File: src/rtl/pst_pkg.sv
package pst_pkg;
   // Variant of the highest-vector encoder.
   typedef enum logic [0:0] {
      ENC_WORDWISE = 1'b0,   // per-word MSB, then top non-empty word
      ENC_FLAT     = 1'b1    // one scan across the whole set
   } pst_enc_e;

   localparam int unsigned PST_WORDS_DEF  = 8;
   localparam int unsigned PST_WORD_W_DEF = 32;
endpackage

File: src/rtl/pst_vec_set.sv
// One vector set stored as NUM_WORDS words of WORD_W bits.
// SET_WINS picks the outcome when set and clear hit the same bit.
module pst_vec_set #(
   parameter int unsigned NUM_WORDS = pst_pkg::PST_WORDS_DEF,
   parameter int unsigned WORD_W    = pst_pkg::PST_WORD_W_DEF,
   parameter bit          SET_WINS  = 1'b0,
   localparam int unsigned TOT   = NUM_WORDS * WORD_W,
   localparam int unsigned VEC_W = $clog2(TOT)
) (
   input  logic             clk,
   input  logic             rst_n,
   input  logic             set_en,
   input  logic [VEC_W-1:0] set_vec,
   input  logic             clr_en,
   input  logic [VEC_W-1:0] clr_vec,
   output logic [TOT-1:0]   bits_q,
   output logic [TOT-1:0]   bits_nxt
);
   localparam int unsigned BIT_W = $clog2(WORD_W);
   localparam int unsigned IDX_W = VEC_W - BIT_W;

   for (genvar w = 0; w < NUM_WORDS; w++) begin : g_word
      logic [WORD_W-1:0] word_q;
      logic [WORD_W-1:0] set_m;
      logic [WORD_W-1:0] clr_m;
      logic [WORD_W-1:0] word_nxt;

      assign set_m = (set_en && (set_vec[VEC_W-1:BIT_W] == IDX_W'(w)))
                     ? (WORD_W'(1) << set_vec[BIT_W-1:0]) : '0;
      assign clr_m = (clr_en && (clr_vec[VEC_W-1:BIT_W] == IDX_W'(w)))
                     ? (WORD_W'(1) << clr_vec[BIT_W-1:0]) : '0;

      if (SET_WINS) begin : g_set_wins
         assign word_nxt = (word_q & ~clr_m) | set_m;
      end else begin : g_clr_wins
         assign word_nxt = (word_q | set_m) & ~clr_m;
      end

      always_ff @(posedge clk) begin
         if (!rst_n) word_q <= '0;
         else        word_q <= word_nxt;
      end

      assign bits_q[w*WORD_W +: WORD_W]   = word_q;
      assign bits_nxt[w*WORD_W +: WORD_W] = word_nxt;
   end
endmodule

File: src/rtl/pst_msb_enc.sv
// Highest set bit of a word-organised set; vec is 0 when empty.
module pst_msb_enc #(
   parameter int unsigned     NUM_WORDS = pst_pkg::PST_WORDS_DEF,
   parameter int unsigned     WORD_W    = pst_pkg::PST_WORD_W_DEF,
   parameter pst_pkg::pst_enc_e STYLE   = pst_pkg::ENC_WORDWISE,
   localparam int unsigned TOT   = NUM_WORDS * WORD_W,
   localparam int unsigned VEC_W = $clog2(TOT)
) (
   input  logic [TOT-1:0]   bits,
   output logic             any,
   output logic [VEC_W-1:0] vec
);
   localparam int unsigned BIT_W = $clog2(WORD_W);
   localparam int unsigned IDX_W = VEC_W - BIT_W;

   if (STYLE == pst_pkg::ENC_WORDWISE) begin : g_wordwise
      logic [NUM_WORDS-1:0] nz;
      logic [BIT_W-1:0]     pos [NUM_WORDS];

      for (genvar w = 0; w < NUM_WORDS; w++) begin : g_w
         logic [WORD_W-1:0] word;
         assign word  = bits[w*WORD_W +: WORD_W];
         assign nz[w] = |word;
         always_comb begin
            pos[w] = '0;
            for (int b = 0; b < WORD_W; b++)
               if (word[b]) pos[w] = BIT_W'(b);
         end
      end

      // Top word wins: later iterations overwrite lower words.
      always_comb begin
         vec = '0;
         for (int w = 0; w < NUM_WORDS; w++)
            if (nz[w]) vec = {IDX_W'(w), pos[w]};
      end
      assign any = |nz;
   end else begin : g_flat
      always_comb begin
         vec = '0;
         for (int i = 0; i < TOT; i++)
            if (bits[i]) vec = VEC_W'(i);
      end
      assign any = |bits;
   end
endmodule

File: src/rtl/pst_tracker.sv
module pst_tracker #(
   parameter int unsigned       NUM_WORDS = pst_pkg::PST_WORDS_DEF,
   parameter int unsigned       WORD_W    = pst_pkg::PST_WORD_W_DEF,
   parameter pst_pkg::pst_enc_e ENC_STYLE = pst_pkg::ENC_WORDWISE,
   localparam int unsigned VEC_W = $clog2(NUM_WORDS * WORD_W)
) (
   input  logic             clk,
   input  logic             rst_n,
   input  logic             req_vld,
   input  logic [VEC_W-1:0] req_vec,
   input  logic             ack_vld,
   input  logic             eoi_vld,
   input  logic [VEC_W-1:0] test_vec,
   output logic             test_pend,
   output logic             test_svc,
   output logic [VEC_W-1:0] pend_top,
   output logic [VEC_W-1:0] svc_top
);
   localparam int unsigned TOT = NUM_WORDS * WORD_W;

   // Elaboration checks on the shape of the sets.
   if (NUM_WORDS < 2 || (NUM_WORDS & (NUM_WORDS - 1)) != 0) begin : g_bad_words
      $error("pst_tracker: NUM_WORDS must be a power of two >= 2");
   end
   if (WORD_W < 2 || (WORD_W & (WORD_W - 1)) != 0) begin : g_bad_width
      $error("pst_tracker: WORD_W must be a power of two >= 2");
   end

   logic [TOT-1:0]   pend_q, pend_nxt, svc_q, svc_nxt;
   logic             pend_any_nxt, svc_any_nxt;
   logic [VEC_W-1:0] pend_top_nxt, svc_top_nxt;
   logic             pend_any_q, svc_any_q;
   logic [VEC_W-1:0] pend_top_q, svc_top_q;
   logic             ack_eff, eoi_eff;

   // Strobes only act on a non-empty set; they use the registered tops,
   // which always describe the sets as they stand this cycle.
   assign ack_eff = ack_vld & pend_any_q;
   assign eoi_eff = eoi_vld & svc_any_q;

   // Pending: clear (acknowledge) beats set (request) on one bit.
   pst_vec_set #(.NUM_WORDS(NUM_WORDS), .WORD_W(WORD_W), .SET_WINS(1'b0)) u_pend (
      .clk      (clk),
      .rst_n    (rst_n),
      .set_en   (req_vld),
      .set_vec  (req_vec),
      .clr_en   (ack_eff),
      .clr_vec  (pend_top_q),
      .bits_q   (pend_q),
      .bits_nxt (pend_nxt)
   );

   // In service: set (acknowledge) beats clear (end-of-interrupt).
   pst_vec_set #(.NUM_WORDS(NUM_WORDS), .WORD_W(WORD_W), .SET_WINS(1'b1)) u_svc (
      .clk      (clk),
      .rst_n    (rst_n),
      .set_en   (ack_eff),
      .set_vec  (pend_top_q),
      .clr_en   (eoi_eff),
      .clr_vec  (svc_top_q),
      .bits_q   (svc_q),
      .bits_nxt (svc_nxt)
   );

   pst_msb_enc #(.NUM_WORDS(NUM_WORDS), .WORD_W(WORD_W), .STYLE(ENC_STYLE)) u_pend_enc (
      .bits (pend_nxt),
      .any  (pend_any_nxt),
      .vec  (pend_top_nxt)
   );

   pst_msb_enc #(.NUM_WORDS(NUM_WORDS), .WORD_W(WORD_W), .STYLE(ENC_STYLE)) u_svc_enc (
      .bits (svc_nxt),
      .any  (svc_any_nxt),
      .vec  (svc_top_nxt)
   );

   always_ff @(posedge clk) begin
      if (!rst_n) begin
         pend_any_q <= 1'b0;
         pend_top_q <= '0;
         svc_any_q  <= 1'b0;
         svc_top_q  <= '0;
      end else begin
         pend_any_q <= pend_any_nxt;
         pend_top_q <= pend_top_nxt;
         svc_any_q  <= svc_any_nxt;
         svc_top_q  <= svc_top_nxt;
      end
   end

   assign pend_top  = pend_top_q;
   assign svc_top   = svc_top_q;
   assign test_pend = pend_q[test_vec];
   assign test_svc  = svc_q[test_vec];
endmodule

File: config.mk
export PLATFORM = sky130hd
export DESIGN_NAME = pst_tracker
export DESIGN_NICKNAME = d
export VERILOG_FILES = /design/src/rtl/pst_pkg.sv /design/src/rtl/pst_vec_set.sv /design/src/rtl/pst_msb_enc.sv /design/src/rtl/pst_tracker.sv
export SDC_FILE = /design/constraint.sdc
export NUM_CORES = 2
export LEC_CHECK = 0
export BUFFER_PORTS_ARGS = -buffer_cell sky130_fd_sc_hd__buf_2
export CAP_MARGIN = 25
export CORE_MARGIN = 4
export CORE_UTILIZATION = 24
export CTS_BUF_LIST = sky130_fd_sc_hd__clkbuf_4 sky130_fd_sc_hd__clkbuf_8
export DETAILED_ROUTE_END_ITERATION = 10
export SYNTH_ARGS = -nofsm -noshare
export SYNTH_HDL_FRONTEND = slang
export SYNTH_SLANG_ARGS = --single-unit
File: constraint.sdc
create_clock -name clk -period 3.8 [get_ports clk]
set_input_delay 0.38 -clock clk [delete_from_list [all_inputs] [get_ports clk]]
set_output_delay 0.38 -clock clk [all_outputs]
set_load 0.02 [all_outputs]
# == Yosys cells after proc, flatten, opt, wreduce, memory -nomap -nowiden ==
# Index checks and enable logic that the tools add are counted.
# op_classes
n_reduce_logical,45
bitwise,50
n_shift,3
n_eq_ne,21
muxes,540
order_cmp,1
# op_table
cell,count
5-bit two-way mux,258
32-bit two-way mux,24
32-bit AND,16
4-bit two-way mux,128
32-bit inverter,16
32-bit bitwise OR,16
256-bit OR reduction,2
32-bit OR reduction,16
3-bit two-way mux,64
1-bit by 5-bit left shift with 32-bit output (first input constant),3
2-bit two-way mux,32
8-bit two-way mux,8
3-bit equality test (second input constant),12
7-bit two-way mux,4
1-bit logical AND,24
3-bit by 2-bit equality test with 1-bit output (second input constant),6
1-bit two-way mux,18
1-bit binary-select mux with 8-bit select,2
6-bit two-way mux,2
3-bit by 1-bit equality test with 1-bit output (second input constant),3
3-bit logical NOT,3
8-bit by 9-bit < comparator with 1-bit output (second input constant),1
1-bit AND,2
# totals
register_bits,530
elab_cells,680
out_inout_bits,18
inputBits,21

# == Logic depth before layout (Yosys ltp) ==
# logic_depth
depth_word,45
ltp_mapped,16
ltp_nobuf,10

# == By module ==
# From an unflattened synthesis, not the netlist that was laid out.
# unflattened
hier_cells,4338
area_unflattened_um2,35301.4
# by_module_without_submodules
mod,seq_area_each_um2,n_inst,cells_each,area_each_um2
pst_vec_set at u_svc,5124.9,1,1495,12898.6
pst_vec_set at u_pend,5124.9,1,1300,11290.8
pst_msb_enc,0.0,2,539,2997.9
pst_tracker,360.3,1,465,5116.2

# == Worst setup path after synthesis ==
# No wires, ideal clock.
# synth_timing
path_kind,reg2reg
start,"register svc_top_q[0], in the netlist svc_top[0]"
end,"register svc_top_q[2], in the netlist svc_top[2]"
period_less_slack_ps,3890
path_stages_with_launch,12
setup_slack_ps,-90
setup_time_ps,73
t_required_ps,3727
arrival_ps,3817
n_path_buf,1
path_cell_list,dfxtp_1 > or3b_1 > buf_2 > or4_4 > a21oi_2 > and4bb_1 > nand4_1 > or3_1 > or4b_4 > or4_1 > a311o_1 > o211ai_2
# synth_between
elab_chain_cells,41
elab_cells_between_ends,273
cone_classes,shift: 1; mux: 240; bitwise: 24; reduce/logical: 8
# synth_rtl
element,line,source
"start, declared",pst_tracker.sv:33,"logic [VEC_W-1:0] pend_top_q, svc_top_q;"
"start signal, assigned",pst_tracker.sv:87,svc_top_q <= svc_top_nxt;
1-bit by 5-bit left shift with 32-bit output (*),pst_vec_set.sv:31,? (WORD_W'(1) << clr_vec[BIT_W-1:0]) : '0;
32-bit two-way mux,pst_vec_set.sv:31,
32-bit inverter,pst_vec_set.sv:34,assign word_nxt = (word_q & ~clr_m) | set_m;
32-bit AND,pst_vec_set.sv:34,
32-bit bitwise OR,pst_vec_set.sv:34,
3-bit two-way mux (4 in series),pst_msb_enc.sv:27,if (word[b]) pos[w] = BIT_W'(b);
4-bit two-way mux (8 in series),pst_msb_enc.sv:27,
5-bit two-way mux (16 in series),pst_msb_enc.sv:27,
5-bit two-way mux,pst_msb_enc.sv:35,"if (nz[w]) vec = {IDX_W'(w), pos[w]};"
6-bit two-way mux,pst_msb_enc.sv:35,
7-bit two-way mux (2 in series),pst_msb_enc.sv:35,
8-bit two-way mux (3 in series),pst_msb_enc.sv:35,
8-bit two-way mux (*),pst_msb_enc.sv:35,
# Every way passes the cells marked *; elsewhere a longest branch is shown, timed or not.
# A chain may end at the register's enable or synchronous reset.

# == Final worst setup path ==
# layout_timing
start,"register svc_top_q[4], in the netlist svc_top[4]"
end,"register svc_top_q[2], in the netlist svc_top[2]"
# Same word-level chain as after synthesis.

==> impl_metrics.ini <==
[cells_and_area]
final_common_cell = buf_4
final_core_util_pct = 38.4
drive_above_1_share_pct = 44.3
mostFrequentLayoutCells = buf_4 (1528), dfxtp_1 (512), nor2_1 (392)
area_growth_pct = 58.6
nNetsFinal = 5519
finalNonFillerCells = 7464

[route]
drt_pass1_iterations = 6
vias = 43800
drt_iter0_markers = 5806
drt_wl_total_um = 197000
detail-route-antenna-nets = 0
wl_per_cell_um = 26.3
vias_per_cell = 5.87
drc = 0

[pwr]
pwr-share-seq_pct = 33.5
p_leak_uw = 0.0224
peakVddDrop_uv = 268
sw_frac_of_total_pct = 34.7
power.switching_uw = 5880
p_int_uw = 11100
p_total_uw = 16900
power_density_nw_per_um2 = 315
power_frac_comb_pct = 26.7
p_clk_share_pct = 39.8

[cts]
numCtsBuffers = 102
cts_max_level = 3
cts_tree = built
cts.sinks = 530
cts-root-buf = clkbuf_8
worstSkewPairLatency_ns = 0.84
cts_max_path_buffers = 3
clk_pin_slew_ns = 0.07

[die]
row_count = 137
ios = 39
dieArea_um2 = 147000
start_util_pct = 24.2
chipHeight_um = 384
die_w_um = 384
coreArea_um2 = 140000

[sta]
rsz0062_at_grt = yes
relSlewSlack_pct = 34.7
min_period_ns = 4.02
finalHoldViolCount = 0
max_freq_mhz = 249
maxSlewViolCount = 0
tightest_slew_ns = 0.977
min_period_over_period_pct = 106
finClkSkew_ns = 0.0515
final-setup-viol-count = 6
setup_slack_ns = -0.218

[synth]
synthesis.nets = 4102
synth_xor_area_share_pct = 0
async_flop_share_pct = 0
synth_cell_types = 89
synthFlopType = dfxtp_1
synth-edff-count = 0
syn_inst = 4081
synth-simple-area-share_pct = 25.8
synth_top_family_by_area = compound AO/OA/AOI/OAI gates
yosysSeqAreaShare_pct = 31.3
syn_area_um2 = 33900
synth_compound_area_share_pct = 26.3
muxShareOfSynthArea_pct = 11.3
synthAdderAreaFrac_pct = 0
avgSynthCellArea_um2 = 8.31
ys_seq_elements = 530
yosys_warnings = 0

[hold_path]
hp-start = req_vec[3]
hp-class = input pin to flop

[global_route]
grt_usage_pct = 25.4
antenna_found_initial = 15
grt_max_degree = 159
grt_pass1_wl_um = 281000
overflow = 0
grt_pass1_vias = 41800

[setup_path]
r2r_cells = 12
startpoint = svc_top[4]
crit_chain = or3_4 -> buf_12 -> o41ai_4 -> buf_4 -> nor2b_4 -> and4bb_1 -> nand4_1 -> or3_4 -> or4b_4 -> or4_1 -> a311o_1 -> o211ai_2
worstReg2RegEnd = svc_top[2]
reg2reg_slack_ns = -0.22
end_kind = flop
crit_path_frequent_cell = or3_4
crit_slowest_cell = or4b_4
critPathMaxFanout = 6
r2r-start = svc_top[4]
path_class = flop to flop
max_stage_delay_ns = 0.57
cp-endpoint = svc_top[2]
startpoint_type = flop
critPathArrivalTime_ns = 4.75
required_ns = 4.53

[job]
maxCapViolations = 0

[placed_design]
io_buffers = 38
place_ws_ns = -0.733
dp.cells = 7200
gp_congestion = 1.06
dpl.hpwl_um = 148000

[outcome]
violations = negative setup slack
status = complete, but fails checks
## flip-flops by register name, summed over array words and instances, names as in the netlist
signal                cells
pend_any_q                1
u_pend.g_word.word_q    256
svc_any_q                 1
svc_top                   8
u_svc.g_word.word_q     256
pend_top                  8
## Yosys cell counts, drive strengths merged (41+ instances only)
cell / number / area share [%]
a21o: 41 / 0.91
a21oi: 224 / 3.3
a31oi: 272 / 5.0
and2: 239 / 4.4
buf: 119 / 1.6
clkbuf: 289 / 3.2
dfxtp: 530 / 31
inv: 48 / 0.53
mux4: 170 / 11
nand2: 134 / 1.5
nand4: 124 / 2.3
nor2: 416 / 4.6
nor3: 199 / 3.0
nor4: 221 / 4.2
o21ai: 222 / 3.3
o22ai: 86 / 1.6
o41ai: 203 / 5.3
## layer usage
layer | vias up | share of wire [%] | track usage [%]
li1 | 19000 | - | -
met1 | 21300 | 40 | 33.3
met2 | 2840 | 41 | 37.4
met3 | 675 | 12 | 7.44
met4 | 14 | 6.6 | 13.6
met5 | - | 0.077 | 0
## worst max-delay path: cells and delay by family, from the launching register on
family          cells  cell delay (ns)
compound gates      3             0.66
simple gates        7             2.49
buf+inv             2             0.39
flops               1             0.37
## power groups by stage
stage / Combinational, uW / Sequential (uW) / Clock, uW
6_report: 4520 / 5680 / 6740
5_1_grt: 4570 / 5680 / 7020
4_1_cts: 4110 / 5670 / 6810
3_5_place_dp: 3870 / 5780 / 0
3_3_place_gp: 3860 / 5780 / 0
2_1_floorplan: 1460 / 5800 / 0
## logic make-up (layout without fill, tap and decap cells)
| kind of cell | count (synthesis) | in the layout |
|---|---|---|
| AND/OR/NAND/NOR | 1602 | 1602 |
| AO/OA/AOI/OAI | 1323 | 1323 |
| flip-flops | 530 | 530 |
| buffers and inverters | 456 | 1955 |
| multiplexers | 170 | 170 |
| other | 0 | 8 |
## repair_timing
item                                   in CTS  in global routing
hold buffers                                1                  0
gates cloned                                0                  1
endpoints found under the hold margin      14                  0
resized for setup                         212                234
pin swaps                                  45                 70
setup endpoints to repair                  17                 13
setup buffers                              41                 28
## stage by stage
step / instance area (um2) / hold WS, ns / setup TNS (ns)
after floorplan: 33900 / 0.457 / -0.0118
after global placement: 48500 / 0.480 / -6.90
after detailed placement: 48500 / 0.490 / -4.83
after CTS: 52300 / 0.191 / -0.339
after global routing: 53800 / 0.284 / -0.979
final: 53800 / 0.284 / -0.566
## how the worst min path moves through the flow
stage,endpoint,cells after the start
2_1_floorplan,u_svc.g_word[2].word_q[19],2
3_3_place_gp,u_svc.g_word[4].word_q[0],2
3_5_place_dp,u_svc.g_word[4].word_q[0],2
4_1_cts,u_pend.g_word[3].word_q[0],4
5_1_grt,u_pend.g_word[3].word_q[0],4
6_report,u_pend.g_word[3].word_q[0],4
## final cells by class
class | instances | area (um2)
inverters | 48 | 188
flip-flops and latches | 530 | 10600
well taps | 1876 | 2350
fillers | 14200 | 86100
clock buffers | 159 | 2010
clock inverters | 27 | 337
diodes | 8 | 20.0
multi-input cells | 3095 | 23700
repair buffers | 1721 | 14500
Power figures use the tool's default switching activity.
